$ cat config.mk
export PLATFORM = sky130hd
export DESIGN_NAME = bat_xlate
export DESIGN_NICKNAME = d
export VERILOG_FILES = /design/src/rtl/bat_pkg.sv /design/src/rtl/bat_entry_match.sv /design/src/rtl/bat_side.sv /design/src/rtl/bat_xlate.sv
export SDC_FILE = /design/constraint.sdc
export NUM_CORES = 1
export LEC_CHECK = 0
export ABC_AREA = 1
export BUFFER_PORTS_ARGS = -buffer_cell sky130_fd_sc_hd__buf_2
export CAP_MARGIN = 10
export CORE_AREA = 4 4 176 246
export DETAILED_ROUTE_END_ITERATION = 6
export DIE_AREA = 0 0 180 250
export GPL_ROUTABILITY_DRIVEN = 0
export GPL_TIMING_DRIVEN = 0
export HOLD_SLACK_MARGIN = 0.08
export PLACE_DENSITY = 0.79
export REMOVE_ABC_BUFFERS = 1
export SKIP_CTS_REPAIR_TIMING = 1
export SYNTH_ARGS = -nofsm -noshare
export SYNTH_HDL_FRONTEND = slang
export SYNTH_SLANG_ARGS = --single-unit
$ cat constraint.sdc
create_clock -name clk -period 5.2 [get_ports clk]
set_clock_uncertainty 0.1 [all_clocks]
set_input_delay 0 -clock clk [delete_from_list [all_inputs] [get_ports clk]]
set_output_delay 0 -clock clk [all_outputs]
set_load 0.03 [all_outputs]
$ cat src/rtl/bat_pkg.sv
package bat_pkg;
  localparam int WORD_W = 32;
  localparam logic [WORD_W-1:0] INDEX_MASK = 32'hFFFE_0000;
  localparam logic [1:0] KIND_FETCH = 2'd2;

  typedef struct packed {
    logic rd;
    logic wr;
    logic ex;
  } perm_t;

  // Key/protection table of the legacy layout; execute follows read.
  function automatic perm_t legacy_perm(input logic key, input logic [1:0] pp);
    perm_t p;
    p = '0;
    if (!key) begin
      p.rd = 1'b1;
      p.wr = (pp != 2'd3);
    end else begin
      p.rd = (pp != 2'd0);
      p.wr = (pp == 2'd2);
    end
    p.ex = p.rd;
    return p;
  endfunction

  // Normal layout: 00 none, 01 read+execute, 1x all.
  function automatic perm_t normal_perm(input logic [1:0] pp);
    perm_t p;
    p.rd = (pp != 2'd0);
    p.ex = (pp != 2'd0);
    p.wr = pp[1];
    return p;
  endfunction
endpackage

$ cat src/rtl/bat_entry_match.sv
module bat_entry_match
  import bat_pkg::*;
#(
  parameter int PAGE_BITS = 12
) (
  input  logic [WORD_W-1:0] upper,
  input  logic [WORD_W-1:0] lower,
  input  logic [WORD_W-1:0] ea,
  input  logic              user,
  input  logic              legacy,
  output logic              hit,
  output logic [WORD_W-1:0] raddr,
  output perm_t             perm
);
  localparam logic [WORD_W-1:0] PAGE_MASK = ~((WORD_W'(1) << PAGE_BITS) - WORD_W'(1));

  logic              live;
  logic [WORD_W-1:0] len_bits;
  logic [WORD_W-1:0] mask;

  always_comb begin
    if (legacy) begin
      live     = lower[6];
      len_bits = {9'd0, lower[5:0], 17'd0};
      perm     = legacy_perm(user ? upper[2] : upper[3], upper[1:0]);
    end else begin
      live     = user ? upper[0] : upper[1];
      len_bits = {4'd0, upper[12:2], 17'd0};
      perm     = normal_perm(lower[1:0]);
    end
    mask  = INDEX_MASK & ~len_bits;
    hit   = live && ((ea & mask) == (upper & INDEX_MASK));
    raddr = ((lower & mask) | (ea & ~mask)) & PAGE_MASK;
  end
endmodule

$ cat src/rtl/bat_side.sv
module bat_side
  import bat_pkg::*;
#(
  parameter int ENTRIES   = 4,
  parameter int PAGE_BITS = 12,
  localparam int IDX_W    = (ENTRIES > 1) ? $clog2(ENTRIES) : 1
) (
  input  logic              clk,
  input  logic              rst,
  input  logic              we,
  input  logic              we_hi,
  input  logic [IDX_W-1:0]  widx,
  input  logic [WORD_W-1:0] wdata,
  input  logic [WORD_W-1:0] ea,
  input  logic              user,
  input  logic              legacy,
  output logic              hit,
  output logic [WORD_W-1:0] raddr,
  output perm_t             perm
);
  logic [WORD_W-1:0] up_q  [ENTRIES];
  logic [WORD_W-1:0] lo_q  [ENTRIES];
  logic              ent_hit   [ENTRIES];
  logic [WORD_W-1:0] ent_raddr [ENTRIES];
  perm_t             ent_perm  [ENTRIES];

  always_ff @(posedge clk) begin
    if (rst) begin
      for (int i = 0; i < ENTRIES; i++) begin
        up_q[i] <= '0;
        lo_q[i] <= '0;
      end
    end else if (we) begin
      if (we_hi) up_q[widx] <= wdata;
      else       lo_q[widx] <= wdata;
    end
  end

  for (genvar g = 0; g < ENTRIES; g++) begin : g_ent
    bat_entry_match #(.PAGE_BITS(PAGE_BITS)) u_match (
      .upper  (up_q[g]),
      .lower  (lo_q[g]),
      .ea     (ea),
      .user   (user),
      .legacy (legacy),
      .hit    (ent_hit[g]),
      .raddr  (ent_raddr[g]),
      .perm   (ent_perm[g])
    );
  end

  // Descending scan: the lowest matching index is assigned last and wins.
  always_comb begin
    hit   = 1'b0;
    raddr = '0;
    perm  = '0;
    for (int i = ENTRIES - 1; i >= 0; i--) begin
      if (ent_hit[i]) begin
        hit   = 1'b1;
        raddr = ent_raddr[i];
        perm  = ent_perm[i];
      end
    end
  end
endmodule

$ cat src/rtl/bat_xlate.sv
module bat_xlate
  import bat_pkg::*;
#(
  parameter int ENTRIES   = 4,
  parameter int PAGE_BITS = 12,
  localparam int IDX_W    = (ENTRIES > 1) ? $clog2(ENTRIES) : 1
) (
  input  logic              clk,
  input  logic              rst,
  input  logic              legacy_en,
  input  logic              cfg_we,
  input  logic              cfg_iside,
  input  logic              cfg_hi,
  input  logic [IDX_W-1:0]  cfg_idx,
  input  logic [31:0]       cfg_wdata,
  input  logic              req_valid,
  input  logic [31:0]       req_ea,
  input  logic [1:0]        req_kind,
  input  logic              req_user,
  output logic              rsp_valid,
  output logic              rsp_hit,
  output logic [31:0]       rsp_raddr,
  output logic              rsp_rd,
  output logic              rsp_wr,
  output logic              rsp_ex
);
  logic              side_hit   [2];
  logic [WORD_W-1:0] side_raddr [2];
  perm_t             side_perm  [2];
  logic              sel;

  // Side 0 holds data entries, side 1 instruction entries.
  for (genvar s = 0; s < 2; s++) begin : g_side
    bat_side #(.ENTRIES(ENTRIES), .PAGE_BITS(PAGE_BITS)) u_side (
      .clk    (clk),
      .rst    (rst),
      .we     (cfg_we && (cfg_iside == s[0])),
      .we_hi  (cfg_hi),
      .widx   (cfg_idx),
      .wdata  (cfg_wdata),
      .ea     (req_ea),
      .user   (req_user),
      .legacy (legacy_en),
      .hit    (side_hit[s]),
      .raddr  (side_raddr[s]),
      .perm   (side_perm[s])
    );
  end

  assign sel = (req_kind == KIND_FETCH);

  always_ff @(posedge clk) begin
    if (rst) begin
      rsp_valid <= 1'b0;
      rsp_hit   <= 1'b0;
      rsp_raddr <= '0;
      rsp_rd    <= 1'b0;
      rsp_wr    <= 1'b0;
      rsp_ex    <= 1'b0;
    end else begin
      rsp_valid <= req_valid;
      if (req_valid) begin
        rsp_hit   <= side_hit[sel];
        rsp_raddr <= side_raddr[sel];
        rsp_rd    <= side_perm[sel].rd;
        rsp_wr    <= side_perm[sel].wr;
        rsp_ex    <= side_perm[sel].ex;
      end
    end
  end

  AST_RSP_FOLLOWS_REQ: assert property (@(posedge clk) disable iff (rst)
    req_valid |=> rsp_valid);
  AST_NO_SPURIOUS_RSP: assert property (@(posedge clk) disable iff (rst)
    !req_valid |=> !rsp_valid);
  AST_MISS_IS_EMPTY: assert property (@(posedge clk) disable iff (rst)
    (rsp_valid && !rsp_hit) |-> (rsp_raddr == '0 && !rsp_rd && !rsp_wr && !rsp_ex));
  AST_PAGE_ALIGNED: assert property (@(posedge clk) disable iff (rst)
    rsp_valid |-> (rsp_raddr[PAGE_BITS-1:0] == '0));
  AST_EXEC_WITH_READ: assert property (@(posedge clk) disable iff (rst)
    rsp_valid |-> (rsp_ex == rsp_rd));
  AST_WRITE_NEEDS_READ: assert property (@(posedge clk) disable iff (rst)
    (rsp_valid && rsp_wr) |-> rsp_rd);
  AST_RESET_IDLE: assert property (@(posedge clk)
    $fell(rst) |-> !rsp_valid);
endmodule

==> flow_summary.json, run 1 <==
{
  "cts_num_sinks": 424,
  "rsz0062_at_grt": "false",
  "row_count": 88,
  "final-max-slew-violation-count": 0,
  "dpl.hpwl_microns": 46000,
  "end_kind": "register",
  "n_antenna_cell": 0,
  "netlist_top_cells_area": "edfxtp_1 55%, nand2_1 11%, nor2_1 7.9%",
  "cts_tree": "built",
  "core_area_sq_um": 41100,
  "synth_area_leader_cell": "edfxtp_1",
  "grtUsageTotal": 0.300,
  "crit_type": "primary input to register",
  "drc": 0,
  "grt-busiest-layer": "met2",
  "arrival_ns": 5.17,
  "cap_viol_max_count": 0,
  "met1_usage": 0.348,
  "relSlewSlack": 0.123,
  "initial_core_util": 0.533,
  "irDropWorstVdd_v": 0.000286,
  "grt_pass1_vias": 18276,
  "ys.warnings.count": 0,
  "cp.required_ns": 5.55,
  "drt_iter0_markers": 2585,
  "hp-class": "primary input to register",
  "synth_area_sq_um": 21900,
  "grt_pass1_wl_microns": 104000,
  "wl_per_cell_microns": 22.6,
  "htree_levels": 2,
  "cp-start-kind": "primary input",
  "io_pins": 113,
  "p_leak_nw": 10.4,
  "drive_gt1_frac": 0.0968,
  "grt_start_max_net_pins": 87,
  "use_met2": 0.495,
  "routed_wl_microns": 70800,
  "cts_buffers": 40,
  "fin_nets": 2638,
  "path_max_fanout": 86,
  "syn_area_per_cell_sq_um": 8.69,
  "viasPerCell": 5.99,
  "grt.overflow.total": 0,
  "dieArea_sq_um": 45000,
  "p_per_area_nw_per_um2": 322,
  "clkLatencyLatePin_ns": 0.55,
  "period_share": 0.928,
  "hold_violations": 0,
  "p_total_mw": 7.93,
  "yosysTopAreaCellShare": 0.549,
  "finalSetupViolCount": 0,
  "utilization": 0.599,
  "ys_ff_latch": 424,
  "fp.dieH_microns": 250,
  "areaGrowthSynthToFinish_pct": 12.5,
  "max_slew.worst_pin.slew_ns": 1.31,
  "status": "complete, no violations",
  "num_vias": 18753,
  "ys_async_sr_fraction": 0,
  "fmax_mhz": 207,
  "synth_cells": 2518,
  "ys.flop_type": "edfxtp_1",
  "yosysMostFrequentCell": "nand2_1",
  "period_needed_ns": 4.83,
  "nFillCells": 3304,
  "yosys-top-cells-count": "668 x nand2_1, 459 x nor2_1, 400 x edfxtp_1",
  "io_buffers": 84,
  "antenna_found_initial": 2,
  "cts_root_buf": "clkbuf_16",
  "antenna_left": 0,
  "use_met3": 0.0526,
  "clk_pin_slew_ns": 0.06,
  "synth-seq-area-share": 0.571,
  "die_w_microns": 180,
  "synth_cell_types": 46,
  "max-clock-path-buffers": 3,
  "synth_enable_flop_cells": 400,
  "drt_pre_antenna_iters": 7
}
## worst max-delay path, cell delays in order
cell,delay (ns)
buf_4,0.65
inv_4,0.45
buf_16,0.34
nand3_1,0.33
o21ai_1,0.13
nor2_1,0.15
nand2_1,0.14
nor2_2,0.35
nand2_1,0.70
inv_1,0.82
nand3_1,0.21
nand2_1,0.12
nand2_1,0.05
nand2_1,0.09
nand3_1,0.25
nand2_1,0.15
inv_1,0.04
## routing by layer
metal / routed length (microns) / part of all wire
met5: 0 / 0
met2: 33100 / 0.47
met4: 6380 / 0.090
met3: 8320 / 0.12
met1: 22900 / 0.32
## logic make-up (layout without fill, tap and decap cells)
| kind of cell | Yosys count | in the layout | share of synthesized area |
|---|---|---|---|
| flip-flops | 424 | 424 | 0.571 |
| other | 1 | 12 | 0.000171 |
| multiplexers | 5 | 5 | 0.00246 |
| AO/OA/AOI/OAI | 203 | 203 | 0.0525 |
| buffers and inverters | 365 | 428 | 0.0721 |
| XOR/XNOR | 38 | 38 | 0.0152 |
| AND/OR/NAND/NOR | 1482 | 1482 | 0.287 |
## placed cells by master (no fill, tap or decap), types with 10 or more instances in the layout
master,netlist,layout
xnor2_1,20,20
nand4_1,45,45
nand2_1,668,664
nand3_1,128,128
dfxtp_1,24,24
edfxtp_1,400,400
a31o_2,19,19
dlygate4sd3_1,0,38
conb_1,1,12
or2_2,13,13
buf_16,0,17
o21ai_0,98,90
nand3_2,11,11
clkbuf_16,0,41
o21ai_1,12,12
nor2_1,459,458
nor3_1,112,112
clkbuf_1,87,10
buf_2,25,83
xor2_1,18,18
nand3b_1,18,18
inv_1,202,200
a21oi_1,54,54
## stage by stage
step / hold slack [ns] / area, sq um / std cells / setup slack (ns) / setup TNS, ns
after CTS: -0.382 / 24100 / 3090 / 0.690 / 0
final: 0.0402 / 24600 / 3132 / 0.374 / 0
after global routing: 0.0919 / 24600 / 3132 / 0.316 / 0
after detailed placement: 0.183 / 22800 / 3018 / 0.108 / 0
after floorplan: -0.0309 / 21100 / 2373 / 0.740 / 0
after global placement: 0.170 / 22200 / 2997 / -2.89 / -317.57
## power breakdown
group	leakage (nW)	internal (mW)	switching, mW	total (mW)
Combinational	5.74	0.253	0.653	0.906
Sequential	4.02	3.93	0.0794	4.01
Clock	0.636	1.71	1.30	3.01
Total	10.4	5.89	2.03	7.93
## flip-flops by register name, summed over array words and instances (netlist names)
| name | count |
|---|---|
| g_side.u_side.up_q | 224 |
| g_side.u_side.lo_q | 176 |
| rsp_raddr | 20 |
| rsp_ex | 1 |
| rsp_hit | 1 |
| rsp_valid | 1 |
| rsp_wr | 1 |
## cell type report
| cell class | instances | area (sq um) | share of cell area |
|---|---|---|---|
| clock inverter | 21 | 241 | 0.00981 |
| inverter | 209 | 787 | 0.0320 |
| multi-input combinational | 1740 | 7960 | 0.323 |
| sequential | 424 | 12500 | 0.507 |
| tap | 540 | 676 | 0.0274 |
| clock buffer | 51 | 1060 | 0.0432 |
| timing repair buffer | 147 | 1400 | 0.0568 |
## worst paths after layout
check | depth (start not counted) | endpoint | slack, ns | start
hold reg to reg | 2 | rsp_hit | 0.37 | rsp_hit
hold / removal | 9 | rsp_raddr[18] | 0.04 | req_kind[1]
setup / recovery | 17 | rsp_raddr[20] | 0.37 | legacy_en
setup reg to reg | 16 | rsp_raddr[20] | 0.87 | g_side[1].u_side.up_q[1][12]
(Power assumes the default switching activity.)
==> run 2: changes to the inputs <==
- CORE_AREA: 4 4 176 246 -> 4 4 226 317
- DIE_AREA: 0 0 180 250 -> 0 0 230 321
- HOLD_SLACK_MARGIN: 0.08 -> 0.12
- PLACE_DENSITY: 0.79 -> 0.55
==> flow_summary.json, run 2 (synthesis gave the netlist of run 1 again) <==
{
  "cts_tree": "built",
  "max_slew.worst_pin.slew_ns": 1.27,
  "p_per_area_nw_per_um2": 321,
  "stdcell_area_sq_um": 25300,
  "grtUsageTotal": 0.208,
  "cts_num_sinks": 424,
  "r2r_start": "g_side[1].u_side.up_q[2][28]",
  "cp-start-kind": "primary input",
  "drt_iter0_markers": 1955,
  "crit_path_top_delay_cell": "nand3_2",
  "clk_pin_slew_ns": 0.06,
  "end_kind": "register",
  "rsz0062_at_grt": "false",
  "dpl.hpwl_microns": 51900,
  "max-clock-path-buffers": 3,
  "num_vias": 18057,
  "grt_pass1_vias": 16865,
  "r2r_slack_ns": 0.62,
  "cp.required_ns": 5.62,
  "viasPerCell": 5.11,
  "crit_type": "primary input to register",
  "crit_path_max_incr_delay_ns": 0.94,
  "cts_buffers": 46,
  "hold_violations": 0,
  "antenna_left": 0,
  "fp.dieH_microns": 321,
  "fin_nets": 2649,
  "finalSetupViolCount": 0,
  "cp_common_cell": "nand2_1",
  "layout_common_cells": "661 x nand2_1, 457 x nor2_1, 400 x edfxtp_1",
  "use_met2": 0.360,
  "cap_viol_max_count": 0,
  "pre_cts_ws_ns": -0.285,
  "initial_core_util": 0.318,
  "core_area_sq_um": 68800,
  "irDropWorstVdd_v": 0.000210,
  "use_met3": 0.0321,
  "setup_slack_ns": 0.174,
  "period_needed_ns": 5.03,
  "cts_root_buf": "clkbuf_16",
  "timing.hold.ws_ns": 0.0799,
  "placed_cell_area_sq_um": 23400,
  "largest_reg_flops": 224,
  "status": "complete, no violations",
  "path_max_fanout": 85,
  "wl_per_cell_microns": 22.5,
  "met1_usage": 0.254,
  "io_pins": 113,
  "die_w_microns": 230,
  "arrival_ns": 5.44,
  "top_register": "g_side.u_side.up_q",
  "fmax_mhz": 199,
  "hp-class": "primary input to register",
  "grt_start_max_net_pins": 86,
  "antenna_found_initial": 4,
  "p_leak_nw": 10.5,
  "top_regs": "g_side.u_side.up_q x224, g_side.u_side.lo_q x176, rsp_raddr x20",
  "drive_gt1_frac": 0.0998,
  "p_total_mw": 8.12,
  "dieArea_sq_um": 73800,
  "n_antenna_cell": 0,
  "startpoint": "legacy_en",
  "grt_pass1_wl_microns": 113000,
  "grt.overflow.total": 0,
  "path_buf_inv": 4,
  "clkLatencyLatePin_ns": 0.59,
  "grt-busiest-layer": "met2",
  "htree_levels": 2,
  "cp_top_family": "simple AND/OR/NAND/NOR gates",
  "relSlewSlack": 0.151,
  "period_share": 0.966,
  "worstPathCellList": "buf_4 -> inv_6 -> buf_16 -> nand2_1 -> nand2_1 -> nand2_1 -> nand2_1 -> nor2_1 -> nand2_1 -> nor2_2 -> nand3_2 -> o211ai_2 -> nor2_1 -> nor2_4 -> nand3_1 -> a21oi_1 -> dlygate4sd3_1",
  "row_count": 114,
  "nFillCells": 7041,
  "drc": 0,
  "areaGrowthSynthToFinish_pct": 15.7,
  "hold_start": "req_ea[24]",
  "drt_pre_antenna_iters": 6,
  "routed_wl_microns": 79500,
  "final-max-slew-violation-count": 0,
  "layout_commonest_cell": "nand2_1",
  "io_buffers": 84
}
## run 2: worst min-delay path, cell delays in order
cell	delay (ns)
buf_2	0.19
nand3_1	0.11
nand3_1	0.08
nand2_1	0.07
nand2_1	0.04
nand2_1	0.05
nand3_1	0.07
nand2_1	0.07
inv_1	0.03
## run 2: layout make-up
class / instances / area (sq um) / share of cell area
repair buffers: 152 / 1480 / 0.0585
clock buffers: 61 / 1260 / 0.0497
clock inverters: 20 / 145 / 0.00574
flip-flops and latches: 424 / 12500 / 0.494
well taps: 928 / 1160 / 0.0459
multi-input cells: 1740 / 7980 / 0.315
inverters: 209 / 790 / 0.0312
## run 2: worst paths after layout
check,to,depth (start not counted)
max,rsp_raddr[16],17
min,rsp_raddr[24],9
max reg2reg,rsp_raddr[16],14
min reg2reg,rsp_hit,2
## run 2: stage by stage
stage / setup TNS [ns] / cells / util
2_1_floorplan: 0 / 2373 / -
3_3_place_gp: -442.18 / 3385 / 0.330
3_5_place_dp: -1.10 / 3408 / 0.341
4_1_cts: 0 / 3489 / 0.361
5_1_grt: 0 / 3534 / 0.368
6_report: 0 / 3534 / 0.368
## run 2: power by group
group	switching (mW)	internal, mW	total (mW)
Combinational	0.678	0.258	0.936
Clock	1.39	1.79	3.18
Sequential	0.0740	3.94	4.01
## run 2: per-layer routing
metal | part of all wire | vias up
li1 | - | 8399
met1 | 0.38 | 8678
met2 | 0.49 | 795
met3 | 0.078 | 183
met4 | 0.054 | 2
met5 | 0.00020 | -
